--- src/rtl/evt_cap_pkg.sv ---
package evt_cap_pkg;

    typedef enum logic [1:0] {
        ADDR_CFG   = 2'd0,
        ADDR_STAT  = 2'd1,
        ADDR_TS_LO = 2'd2,
        ADDR_TS_HI = 2'd3
    } reg_addr_e;

    // configuration word bit positions
    localparam int CFG_FALL_BIT  = 0;
    localparam int CFG_OW_BIT    = 1;
    localparam int CFG_START_BIT = 2;

    // status word bit positions
    localparam int ST_VALID_BIT = 0;
    localparam int ST_ERR_BIT   = 1;
    localparam int ST_SRC_BIT   = 2;
    localparam int ST_CNT_LSB   = 8;

    typedef struct packed {
        logic start;
        logic overwrite;
        logic falling;
    } cap_cfg_t;

    function automatic logic edge_hit(logic cur, logic prev, logic falling);
        return falling ? (prev & ~cur) : (cur & ~prev);
    endfunction

endpackage

--- src/rtl/evt_edge_sync.sv ---
module evt_edge_sync #(
    parameter int STAGES = 2
) (
    input  logic clk,
    input  logic rst,
    input  logic pin_async,
    input  logic falling,
    output logic edge_o
);
    import evt_cap_pkg::*;

    logic [STAGES-1:0] sync_q;
    logic              prev_q;

    for (genvar i = 0; i < STAGES; i++) begin : g_stage
        if (i == 0) begin : g_first
            always_ff @(posedge clk) begin
                if (rst) sync_q[i] <= 1'b0;
                else     sync_q[i] <= pin_async;
            end
        end else begin : g_next
            always_ff @(posedge clk) begin
                if (rst) sync_q[i] <= 1'b0;
                else     sync_q[i] <= sync_q[i-1];
            end
        end
    end

    always_ff @(posedge clk) begin
        if (rst) prev_q <= 1'b0;
        else     prev_q <= sync_q[STAGES-1];
    end

    assign edge_o = edge_hit(sync_q[STAGES-1], prev_q, falling);

endmodule

--- src/rtl/evt_cap_core.sv ---
module evt_cap_core #(
    parameter int TS_W  = 32,
    parameter int CNT_W = 8
) (
    input  logic                      clk,
    input  logic                      rst,
    input  logic                      event_i,
    input  logic [TS_W-1:0]           time_i,
    input  evt_cap_pkg::cap_cfg_t     cfg,
    input  logic                      stat_wr,
    input  logic                      keep_valid,
    input  logic                      keep_err,
    output logic                      valid_o,
    output logic                      err_o,
    output logic [CNT_W-1:0]          cnt_o,
    output logic [TS_W-1:0]           ts_o
);
    localparam logic [CNT_W-1:0] CNT_MAX = '1;

    logic             valid_eff, err_eff, store, miss;
    logic [CNT_W-1:0] cnt_eff;

    always_comb begin
        // a status write is applied before the same-cycle event is judged
        valid_eff = stat_wr ? (valid_o & keep_valid) : valid_o;
        err_eff   = stat_wr ? (err_o & keep_err)     : err_o;
        cnt_eff   = stat_wr ? '0                     : cnt_o;
        store     = event_i & (~valid_eff | cfg.overwrite);
        miss      = event_i & ~store;
    end

    always_ff @(posedge clk) begin
        if (rst) begin
            valid_o <= 1'b0;
            err_o   <= 1'b0;
            cnt_o   <= '0;
            ts_o    <= '0;
        end else begin
            valid_o <= valid_eff | store;
            err_o   <= err_eff | miss;
            if (store) ts_o <= time_i;
            if (store && cfg.start && cnt_eff != CNT_MAX) cnt_o <= cnt_eff + 1'b1;
            else                                          cnt_o <= cnt_eff;
        end
    end

endmodule

--- src/rtl/evt_cap_regs.sv ---
module evt_cap_regs #(
    parameter int REG_W = 16,
    parameter int CNT_W = 8,
    localparam int TS_W = 2 * REG_W
) (
    input  logic                  clk,
    input  logic                  rst,
    input  logic                  reg_wr,
    input  logic [1:0]            reg_addr,
    input  logic [REG_W-1:0]      reg_wdata,
    input  logic                  cap_valid,
    input  logic                  cap_err,
    input  logic [CNT_W-1:0]      cap_cnt,
    input  logic [TS_W-1:0]       cap_ts,
    output evt_cap_pkg::cap_cfg_t cfg_o,
    output logic                  src_pps_o,
    output logic                  stat_wr_o,
    output logic                  keep_valid_o,
    output logic                  keep_err_o,
    output logic [REG_W-1:0]      reg_rdata
);
    import evt_cap_pkg::*;

    reg_addr_e addr;
    logic      cfg_wr;
    logic      wdata_unused;

    assign addr         = reg_addr_e'(reg_addr);
    assign cfg_wr       = reg_wr && (addr == ADDR_CFG);
    assign stat_wr_o    = reg_wr && (addr == ADDR_STAT);
    assign keep_valid_o = reg_wdata[ST_VALID_BIT];
    assign keep_err_o   = reg_wdata[ST_ERR_BIT];
    assign wdata_unused = ^reg_wdata[REG_W-1:3];

    always_ff @(posedge clk) begin
        if (rst) begin
            cfg_o     <= '0;
            src_pps_o <= 1'b0;
        end else begin
            if (cfg_wr) begin
                cfg_o.falling   <= reg_wdata[CFG_FALL_BIT];
                cfg_o.overwrite <= reg_wdata[CFG_OW_BIT];
                cfg_o.start     <= reg_wdata[CFG_START_BIT];
            end
            if (stat_wr_o) src_pps_o <= reg_wdata[ST_SRC_BIT];
        end
    end

    always_comb begin
        reg_rdata = '0;
        unique case (addr)
            ADDR_CFG: begin
                reg_rdata[CFG_FALL_BIT]  = cfg_o.falling;
                reg_rdata[CFG_OW_BIT]    = cfg_o.overwrite;
                reg_rdata[CFG_START_BIT] = cfg_o.start;
            end
            ADDR_STAT: begin
                reg_rdata[ST_VALID_BIT]             = cap_valid;
                reg_rdata[ST_ERR_BIT]               = cap_err;
                reg_rdata[ST_SRC_BIT]               = src_pps_o;
                reg_rdata[ST_CNT_LSB +: CNT_W]      = cap_cnt;
            end
            ADDR_TS_LO: reg_rdata = cap_ts[REG_W-1:0];
            ADDR_TS_HI: reg_rdata = cap_ts[TS_W-1:REG_W];
            default:    reg_rdata = '0;
        endcase
    end

endmodule

--- src/rtl/evt_stamp_capture.sv ---
module evt_stamp_capture #(
    parameter int REG_W       = 16,
    parameter int CNT_W       = 8,   // must not exceed REG_W - 8
    parameter int SYNC_STAGES = 2,   // at least 2
    localparam int TS_W       = 2 * REG_W
) (
    input  logic             clk,
    input  logic             rst,
    input  logic [TS_W-1:0]  time_cnt,
    input  logic             ext_req,
    input  logic             pps_pulse,
    input  logic             reg_wr,
    input  logic [1:0]       reg_addr,
    input  logic [REG_W-1:0] reg_wdata,
    output logic [REG_W-1:0] reg_rdata
);
    import evt_cap_pkg::*;

    cap_cfg_t         cfg;
    logic             src_pps, stat_wr, keep_valid, keep_err;
    logic             ext_edge, cap_event;
    logic             cap_valid, cap_err;
    logic [CNT_W-1:0] cap_cnt;
    logic [TS_W-1:0]  cap_ts;

    evt_edge_sync #(.STAGES(SYNC_STAGES)) u_sync (
        .clk       (clk),
        .rst       (rst),
        .pin_async (ext_req),
        .falling   (cfg.falling),
        .edge_o    (ext_edge)
    );

    assign cap_event = src_pps ? pps_pulse : ext_edge;

    evt_cap_core #(.TS_W(TS_W), .CNT_W(CNT_W)) u_core (
        .clk        (clk),
        .rst        (rst),
        .event_i    (cap_event),
        .time_i     (time_cnt),
        .cfg        (cfg),
        .stat_wr    (stat_wr),
        .keep_valid (keep_valid),
        .keep_err   (keep_err),
        .valid_o    (cap_valid),
        .err_o      (cap_err),
        .cnt_o      (cap_cnt),
        .ts_o       (cap_ts)
    );

    evt_cap_regs #(.REG_W(REG_W), .CNT_W(CNT_W)) u_regs (
        .clk          (clk),
        .rst          (rst),
        .reg_wr       (reg_wr),
        .reg_addr     (reg_addr),
        .reg_wdata    (reg_wdata),
        .cap_valid    (cap_valid),
        .cap_err      (cap_err),
        .cap_cnt      (cap_cnt),
        .cap_ts       (cap_ts),
        .cfg_o        (cfg),
        .src_pps_o    (src_pps),
        .stat_wr_o    (stat_wr),
        .keep_valid_o (keep_valid),
        .keep_err_o   (keep_err),
        .reg_rdata    (reg_rdata)
    );

endmodule

--- config.mk ---
export PLATFORM = sky130hd
export DESIGN_NAME = evt_stamp_capture
export DESIGN_NICKNAME = d
export VERILOG_FILES = /design/src/rtl/evt_cap_pkg.sv /design/src/rtl/evt_edge_sync.sv /design/src/rtl/evt_cap_core.sv /design/src/rtl/evt_cap_regs.sv /design/src/rtl/evt_stamp_capture.sv
export SDC_FILE = /design/constraint.sdc
export NUM_CORES = 1
export LEC_CHECK = 0
export BUFFER_PORTS_ARGS = -buffer_cell sky130_fd_sc_hd__buf_4
export CAP_MARGIN = 10
export CORE_UTILIZATION = 42
export CTS_BUF_LIST = sky130_fd_sc_hd__clkbuf_8
export DETAILED_ROUTE_END_ITERATION = 8
export PLACE_DENSITY = 0.78
export SLEW_MARGIN = 0
export SYNTH_ARGS = -nofsm -noshare
export SYNTH_HDL_FRONTEND = slang
export SYNTH_SLANG_ARGS = --single-unit
--- constraint.sdc ---
create_clock -name clk -period 2.6 [get_ports clk]
set_clock_uncertainty 0.2 [all_clocks]
set_input_delay 0.13 -clock clk [delete_from_list [all_inputs] [get_ports clk]]
set_output_delay 0.13 -clock clk [all_outputs]
set_load 0.005 [all_outputs]
==> flow_summary_export.csv, run 1 <==
group,metric,value,unit
outcome,status,"finished, final reports clean",
pwr,clock_power_share,28.3,%
cts,cts.sinks,49,
yosys,synthDistinctLibCells,39,
timing,setup_viol,0,
yosys,synth_top_flop_cell,"dfxtp_1",
timing,fin_crit,2000,ps
pwr,p_leak,1.27,nW
pwr,comb_power_share,18.4,%
critical_path,worstSetupEndpoint,"u_core.ts_o[12]",
pwr,power_density,454,nW/µm²
finish,antenna_cells,0,
pwr,p_int,1.11,mW
cts,htreeDepth,2,
pwr,peakVddDrop,0.223,mV
route,num_vias,2348,
yosys,synthArstFlopShare,0,%
cts,cts_inserted_buffers,5,
hold_path,min_path_type,"primary input to register",
global_route,grt_pass1_wl,10.5,mm
timing,rsz0062_at_grt,"no",
critical_path,slowest_stage,"o31ai_4",
cts,cts.repair.resized,0,
yosys,syn_avg_cell_area,8.80,µm²
timing,fmax,499,MHz
pwr,p_switching,387,µW
timing,setup_tns,0,ps
global_route,grt_usage,22.1,%
placement,dp_cells,379,
hold_path,hold_path_depth,4,
finish,area_growth_syn_to_layout,37.4,%
finish,seqCellArea,981,µm²
global_route,grt_pass1_vias,2276,
die,initial_core_util,43.5,%
timing,drv_slew,0,
yosys,synthCells,272,
global_route,grt_overflow_total,0,
route,drc,0,
yosys,synth_top_cells_by_area,"dfxtp_1, a21oi_1, nand3_1",
placement,gp_congestion,0.786,
finish,final_util,59.8,%
die,die_y,77.5,µm
finish,nets,405,
yosys,synth.largest_area_cell,"dfxtp_1",
timing,tightestPinTransition,781,ps
die,io_pins,71,
hold_path,min_from,"reg_wr",
pwr,switching_share,25.9,%
route,drtIter0Drc,181,
critical_path,cp_num_buf_inv,1,
timing,maxSlewHeadroom,47.9,%
critical_path,critPathTopFamily,"compound AO/OA/AOI/OAI gates",
critical_path,worstRegToRegCells,5,
cts,path_clk_slew,80,ps
critical_path,cp-startpoint,"u_regs.cfg_o[0]",
finish,multi_input_area,1300,µm²
route,wl_per_cell,14.8,µm
timing,min_period_over_period,77.1,%
yosys,synth.yosys.seq_area_share,41.0,%
finish,fillers,493,
yosys,synth_seq_cells,49,
timing,finalHoldViolations,0,
die,die_x,77.5,µm
cts,cts_tree,"built",
cts,holdBufCountCts,36,
die,rows,27,
critical_path,reg2reg_to,"u_core.ts_o[12]",
die,core,5510,µm²
critical_path,critical-path-max-stage-delay,690,ps
pwr,p_seq_share,53.3,%
critical_path,crit_path_cell_trace,"and3b_1, o31ai_4, buf_12, o21ai_0, a21oi_1",
critical_path,crit_required,2630,ps
critical_path,regToRegSetupSlack,600,ps
critical_path,start_kind,"register",
yosys,syn_area,2390,µm²
job,maxCapViolCount,0,
route,dr.pass1.iters,4,
yosys,yosysMostFrequentCell,"dfxtp_1",
global_route,antenna_found_initial,0,
placement,dp_hpwl,3.93,mm
critical_path,cp-end-kind,"register",
pwr,power,1.49,mW
route,vias_per_cell,5.55,
critical_path,worstPathMaxFanout,23,
yosys,ys_warn_count,0,
cts,postCtsSetupRepairBufs,0,
critical_path,worstPathArrival,2030,ps
critical_path,r2r-start,"u_regs.cfg_o[0]",
cts,clockBufferDepth,2,
cts,root_buffer,"clkbuf_8",
global_route,grt_max_degree,50,
yosys,synth_edf_count,0,
finish,fin_cells,423,
yosys,netlist.area_leader.share,41.0,%
yosys,synth_common_cells,"dfxtp_1, a21oi_1, nand3_1, o21ai_0, clkbuf_1",
finish,drive_gt1_share,24.2,%
route,drt_wl_total,6.25,mm
yosys,synth_nets,327,
placement,portBuffers,57,
route,detail-route-antenna-nets,0,
cts,worst_skew_pair.late_latency,300,ps
critical_path,crit_type,"register to register",
critical_path,crit_cells,5,
die,die-area,6010,µm²
power groups by stage:
stage	Sequential [mW]	Combinational, mW	Clock (mW)
floorplan	0.807	0.138	0
global placement	0.812	0.226	0
detailed placement	0.814	0.229	0
CTS	0.796	0.273	0.436
global route	0.800	0.302	0.474
finish	0.796	0.275	0.423
sequential cells by signal, indices dropped and copies added, names as in the netlist:
signal / flops
u_core.cnt_o: 8
u_core.err_o: 1
u_core.ts_o: 32
u_core.valid_o: 1
u_regs.cfg_o: 3
u_regs.src_pps_o: 1
u_sync.prev_q: 1
u_sync.sync_q: 2
placed cells by master (no fill, tap or decap), types with 2 or more instances in the layout:
cell type	Yosys	final
a21oi_1	37	37
a22o_1	8	8
and3_1	2	2
and3b_1	2	2
buf_4	0	60
clkbuf_8	0	5
clkinv_2	0	2
dfxtp_1	49	49
dlygate4sd3_1	0	36
inv_1	2	3
mux2_2	8	8
mux2i_1	11	11
mux4_1	2	2
nand2_1	11	11
nand2b_1	3	3
nand3_1	34	34
nand4_1	2	2
nor2_1	4	4
nor2b_1	10	10
nor3b_1	2	2
nor4_1	4	4
o21ai_0	34	34
or3_1	4	4
how the worst min path moves through the flow:
stage,end,slack (ps)
floorplan,u_sync.sync_q[0],60
global placement,u_sync.sync_q[0],140
detailed placement,u_sync.sync_q[0],150
CTS,u_regs.src_pps_o,40
global route,u_regs.src_pps_o,80
finish,u_regs.src_pps_o,40
worst reg2reg max path: cells and delay by family (launching register included):
kind / cells / cell delay [ps]
buffers and inverters: 1 / 240
AND/OR/NAND/NOR: 1 / 220
flip-flops: 1 / 340
AO/OA/AOI/OAI: 3 / 930
cell type report:
| type | instances | area share (%) |
|---|---|---|
| Timing Repair Buffer | 97 | 25.2 |
| Tap cell | 72 | 2.74 |
| Inverter | 2 | 0.228 |
| Sequential cell | 49 | 29.8 |
| Clock inverter | 3 | 0.418 |
| Clock buffer | 5 | 2.09 |
| Multi-Input combinational cell | 195 | 39.5 |
stage by stage:
stage	worst slack, ps	cell area, µm²	hold WS [ps]
2_1_floorplan	933	2390	58.2
3_3_place_gp	663	2850	141
3_5_place_dp	632	2850	147
4_1_cts	610	3290	36.8
5_1_grt	442	3290	77.0
6_report	595	3290	39.8
cells by family (layout without fill, tap and decap cells):
logic type	after synthesis	in the layout	synth area share (%)
buffers and inverters	28	107	5.54
AO/OA/AOI/OAI	88	88	21.5
multiplexers	23	23	12.1
flip-flops	49	49	41.0
AND/OR/NAND/NOR	84	84	19.9
metal layers:
metal / GRT usage (%) / vias up / wire [µm]
met4: 7.17 / 0 / 104
li1: - / 1152 / -
met1: 27.9 / 1121 / 2800
met3: 4.94 / 11 / 275
met2: 37.0 / 64 / 3070
met5: 0 / - / 0
No activity file was read; power rests on OpenSTA's default activity.
==> run 2, diff against run 1 <==
- ABC_AREA: not set -> 1
- PLACE_DENSITY: 0.78 -> 0.79
- clock period: 2.6 -> 1.9 ns (I/O delays scaled with it)
==> run 2 against run 1 <==
- via count rose by 2.3%
- combinational power rose by 68%
- sequential power rose by 46%
- register-to-register slack got worse by 360 ps
- first-iteration DRC count rose by 24%
- synthesized area fell by 5.3%
- largest power group unchanged
- sequential share of layout area rose by 0.50 points
- cell count rose by 16%
==> flow_summary_export.csv, run 2 <==
group,metric,value,unit
outcome,status,"finished, final reports clean",
cts,htreeDepth,2,
yosys,synth_top_flop_cell,"dfxtp_1",
critical_path,slowest_stage,"dfxtp_1",
yosys,synthDistinctLibCells,27,
timing,drv_slew,0,
critical_path,worstSetupEndpoint,"u_core.ts_o[15]",
critical_path,start_kind,"register",
finish,antenna_cells,0,
finish,top_register,"u_core.ts_o",
timing,tightestPinTransition,497,ps
critical_path,cp-startpoint,"u_regs.cfg_o[0]",
hold_path,min_path_type,"primary input to register",
placement,dp_cells,446,
die,io_pins,71,
timing,rsz0062_at_grt,"no",
yosys,synth.yosys.seq_area_share,43.2,%
route,dr.pass1.iters,4,
route,num_vias,2403,
placement,dp_hpwl,3.81,mm
job,maxCapViolCount,0,
pwr,power,2.29,mW
yosys,synth_edf_count,0,
cts,cts_tree,"built",
cts,cts_inserted_buffers,5,
route,detail-route-antenna-nets,0,
finish,nets,475,
cts,worst_skew_pair.late_latency,310,ps
yosys,yosysMostFrequentCell,"nor2_1",
finish,largest_reg_flops,32,
finish,final_util,63.0,%
critical_path,crit_top_cell,"nand2_1",
cts,path_clk_slew,90,ps
timing,whs,13.5,ps
cts,root_buffer,"clkbuf_8",
global_route,grt_usage,23.0,%
critical_path,regToRegSetupSlack,240,ps
die,core,5140,µm²
route,drtIter0Drc,225,
finish,top_regs,"u_core.ts_o: 32 flops, u_core.cnt_o: 8 flops, u_regs.cfg_o: 3 flops",
timing,fin_crit,1660,ps
pwr,power_density,707,nW/µm²
yosys,synth_common_cells,"nor2_1, nand2_1, dfxtp_1",
critical_path,cp-end-kind,"register",
yosys,synth.largest_area_cell,"dfxtp_1",
global_route,grt_max_degree,33,
timing,finalHoldViolations,0,
pwr,peakVddDrop,0.515,mV
die,rows,26,
critical_path,worstPathMaxFanout,24,
critical_path,crit_required,1910,ps
critical_path,crit_type,"register to register",
finish,fin_cells,491,
yosys,ys_warn_count,0,
route,drt_wl_total,5.87,mm
finish,most-common-layout-cells,"nor2_1, buf_4, nand2_1",
critical_path,crit_path_cell_trace,"inv_1, nand2_1, nand3_1, nand2_1, nand2_4, buf_4, o21ai_1, nor2_1",
die,die-area,5700,µm²
hold_path,hold_path_depth,3,
timing,maxSlewHeadroom,66.9,%
die,die_x,75.5,µm
cts,cts.sinks,49,
critical_path,reg2reg_to,"u_core.ts_o[15]",
cts,clockBufferDepth,2,
yosys,syn_avg_cell_area,6.96,µm²
global_route,grt_pass1_vias,2317,
route,vias_per_cell,4.89,
critical_path,r2r-start,"u_regs.cfg_o[0]",
placement,gp_congestion,0.817,
pwr,p_leak,1.43,nW
timing,fmax,602,MHz
route,wl_per_cell,12.0,µm
timing,setup_viol,0,
global_route,grt_pass1_wl,9.97,mm
placement,portBuffers,57,
finish,final_common_cell,"nor2_1",
timing,min_period_over_period,87.4,%
critical_path,worstPathArrival,1670,ps
critical_path,worstRegToRegCells,8,
critical_path,critical-path-max-stage-delay,340,ps
global_route,grt_overflow_total,0,
yosys,synthArstFlopShare,0,%
timing,setup_tns,0,ps
yosys,synth_seq_cells,49,
yosys,netlist.area_leader.share,43.2,%
die,initial_core_util,44.1,%
finish,area_growth_syn_to_layout,42.7,%
finish,drive_gt1_share,20.9,%
die,die_y,75.5,µm
route,drc,0,
global_route,antenna_found_initial,0,
yosys,synth_top_cells_by_area,"dfxtp_1, nor2_1, nand2_1",
yosys,synthCells,326,
yosys,syn_area,2270,µm²
yosys,synth_nets,381,
[run 2: changes by cell type in the layout (fill, tap and decap cells not counted), moves of 4 or more]
cell      before  now
a21oi_1       37    6
inv_1          3   26
mux2_2         8    0
mux2i_1       11    0
nand2_1       11   58
nand3_1       34   12
nand3_2        0    4
nor2_1         4   84
nor2b_1       10    0
nor4_1         4    0
o211ai_1       0    5
o21ai_0       34   10
o21ai_1        0   31
or3_1          4    0
[run 2: worst min-delay path by stage]
stage	slack [ps]	from	endpoint
4_1_cts	10	reg_wr	u_regs.cfg_o[2]
3_3_place_gp	100	ext_req	u_sync.sync_q[0]
5_1_grt	40	reg_wr	u_regs.cfg_o[2]
3_5_place_dp	110	ext_req	u_sync.sync_q[0]
6_report	10	reg_wr	u_regs.cfg_o[1]
2_1_floorplan	-40	rst	u_core.cnt_o[3]
[run 2: cells by family after synthesis]
| family | after synthesis | synth area share (%) |
|---|---|---|
| flops | 49 | 43.2 |
| xor+xnor | 1 | 0.386 |
| simple gates | 171 | 32.8 |
| compound gates | 62 | 15.8 |
| buf+inv | 43 | 7.83 |
[run 2: repair_timing]
item	in CTS	in global routing
resized for setup	0	2
hold buffers	37	0
hold endpoints to repair	41	0
endpoints found under the setup margin	0	19
buffers inserted	0	0
[run 2: layout make-up]
cell class              instances  area [µm²]
clock buffers                   6        82.6
clock inverters                 2        17.5
fillers                       473        1900
inverters                      30         115
multi-input cells             234        1110
flip-flops and latches         49         981
well taps                      70        87.6
repair buffers                100         843
[run 2: metrics by stage]
| stage | instance area (µm²) | setup slack (ps) |
|---|---|---|
| 3_5_place_dp | 2760 | 142 |
| 4_1_cts | 3230 | 131 |
| 2_1_floorplan | 2270 | 530 |
| 5_1_grt | 3240 | 102 |
| 6_report | 3240 | 239 |
| 3_3_place_gp | 2760 | 209 |
[run 2: metal layers]
| metal | GRT usage (%) | share of wire, % | vias up | wire, µm |
|---|---|---|---|---|
| met5 | 0 | 0 | - | 0 |
| met4 | 8.02 | 1.7 | 0 | 101 |
| met3 | 6.08 | 5.4 | 10 | 318 |
| met2 | 40.7 | 50 | 58 | 2930 |
| met1 | 27.0 | 43 | 1101 | 2520 |
| li1 | - | - | 1234 | - |
[run 2: power breakdown]
group | internal [mW] | leakage, nW | switching (mW)
Combinational | 0.233 | 0.972 | 0.230
Clock | 0.303 | 0.0518 | 0.366
Sequential | 1.11 | 0.401 | 0.0444
[run 2: critical path, delay by kind of cell, from the launching register on]
kind / cells / cell delay [ps]
buf+inv: 2 / 320
compound gates: 1 / 180
flops: 1 / 340
simple gates: 5 / 520
==> run 3, diff against run 2 <==
- ABC_AREA: 1 -> 0
- PLACE_DENSITY: 0.79 -> 0.78
==> run 3 against run 2 <==
- sequential cell count is the same
- critical path depth shrank 3
- global-route usage shrank 0.81 points
- total power grew 5.1%
- via count grew 2.7%
- register-to-register slack lost 180 ps
- critical path type unchanged
- largest power group unchanged
==> flow_summary_export.csv, run 3 (synthesized netlist as in run 1, its figures left out) <==
group,metric,value,unit
finish,top_register,"u_core.ts_o",
timing,fin_ws,59.8,ps
timing,setup_tns,0,ps
timing,rsz0062_at_grt,"no",
placement,portBuffers,57,
placement,dp_hpwl,4.15,mm
global_route,grt_pass1_wl,10.6,mm
die,die-area,6010,µm²
critical_path,crit_required,1920,ps
job,maxCapViolCount,0,
pwr,p_leak,1.39,nW
finish,top_regs,"u_core.ts_o: 32 flops, u_core.cnt_o: 8 flops, u_regs.cfg_o: 3 flops",
die,core,5510,µm²
global_route,grt_usage,22.2,%
route,vias_per_cell,5.62,
finish,area_growth_syn_to_layout,46.9,%
global_route,antenna_found_initial,0,
pwr,peakVddDrop,0.450,mV
route,drtIter0Drc,294,
hold_path,min_path_type,"primary input to register",
cts,path_clk_slew,100,ps
route,dr.pass1.iters,4,
cts,cts_tree,"built",
global_route,grt_max_degree,50,
die,initial_core_util,43.5,%
critical_path,crit_type,"register to register",
finish,nets,421,
critical_path,start_kind,"register",
route,wl_per_cell,16.0,µm
cts,clockBufferDepth,2,
route,detail-route-antenna-nets,0,
placement,dp_cells,391,
timing,min_period_over_period,96.9,%
critical_path,worstPathArrival,1860,ps
timing,fmax,543,MHz
cts,worst_skew_pair.late_latency,300,ps
finish,fin_cells,439,
finish,largest_reg_flops,32,
finish,most-common-layout-cells,"buf_4, dfxtp_1, a21oi_1",
timing,fin_crit,1840,ps
pwr,power_density,684,nW/µm²
timing,whs,36.3,ps
die,rows,27,
global_route,grt_overflow_total,0,
critical_path,worstPathMaxFanout,4,
finish,antenna_cells,0,
global_route,grt_pass1_vias,2278,
timing,setup_viol,0,
cts,root_buffer,"clkbuf_8",
route,drc,0,
die,die_y,77.5,µm
cts,htreeDepth,2,
cts,cts.sinks,49,
timing,drv_slew,0,
cts,cts_inserted_buffers,5,
timing,maxSlewHeadroom,66.5,%
route,drt_wl_total,7.01,mm
die,die_x,77.5,µm
route,num_vias,2467,
critical_path,regToRegSetupSlack,60,ps
critical_path,cp-end-kind,"register",
placement,gp_congestion,0.828,
timing,tightestPinTransition,503,ps
placement,dpl_worst_slack,93.9,ps
finish,fillers,442,
die,io_pins,71,
timing,finalHoldViolations,0,
finish,final_common_cell,"buf_4",
finish,drive_gt1_share,27.8,%
outcome,status,"finished, final reports clean",
[run 3: changes by cell type in the layout (fill, tap and decap cells not counted), moves of 8 or more]
cell	delta
nor2_1	-80
nand2_1	-47
a21oi_1	+31
o21ai_1	-31
inv_1	-24
o21ai_0	+24
nand3_1	+22
mux2i_1	+11
nor2b_1	+10
mux2_2	+8
[run 3: repair_timing]
action,CTS,global route
endpoints found under the hold margin,39,0
hold buffers,36,0
buffers inserted,0,1
resized for setup,0,1
endpoints found under the setup margin,0,4
[run 3: worst max-delay path, stage by stage, from the launching register on]
cell and delay (ps):
dfxtp_1 350, nor3b_1 270, buf_4 190, o31ai_2 100, nor4_1 390, mux2i_1 260
[run 3: through the flow]
| stage | total power, mW | cell area, µm² | utilization (%) |
|---|---|---|---|
| 4_1_cts | 2.37 | 3440 | 62.6 |
| 2_1_floorplan | 1.29 | 2390 | - |
| 3_3_place_gp | 1.45 | 2950 | 53.6 |
| 5_1_grt | 2.48 | 3520 | 63.9 |
| 3_5_place_dp | 1.45 | 2950 | 53.6 |
| 6_report | 2.41 | 3520 | 63.9 |
[run 3: worst paths after layout]
check                                       from                to  cells after the start
worst max-delay path             u_regs.cfg_o[0]   u_core.cnt_o[4]                      5
worst min register to register  u_sync.sync_q[0]  u_sync.sync_q[1]                      1
worst max register to register   u_regs.cfg_o[0]   u_core.cnt_o[4]                      5
worst min-delay path                         rst   u_regs.cfg_o[2]                      2
[run 3: layout make-up]
class	count	area (µm²)	area share [%]
clock buffers	5	68.8	1.96
flip-flops and latches	49	981	27.9
multi-input cells	196	1310	37.3
inverters	2	7.51	0.213
repair buffers	112	993	28.2
clock inverters	3	65.1	1.85
well taps	72	90.1	2.56
[run 3: per-layer routing]
metal	wire length, µm	GRT usage [%]	vias up
met3	402	4.35	10
met1	3010	29.0	1172
met4	103	7.36	0
met2	3490	36.6	101
li1	-	-	1184
met5	0	0	-
[run 3: power breakdown]
| group | internal [mW] | switching [mW] | leakage, nW | total, mW |
|---|---|---|---|---|
| clock network | 0.523 | 0.360 | 0.0681 | 0.883 |
| registers | 1.07 | 0.0233 | 0.398 | 1.09 |
| logic | 0.236 | 0.197 | 0.924 | 0.432 |
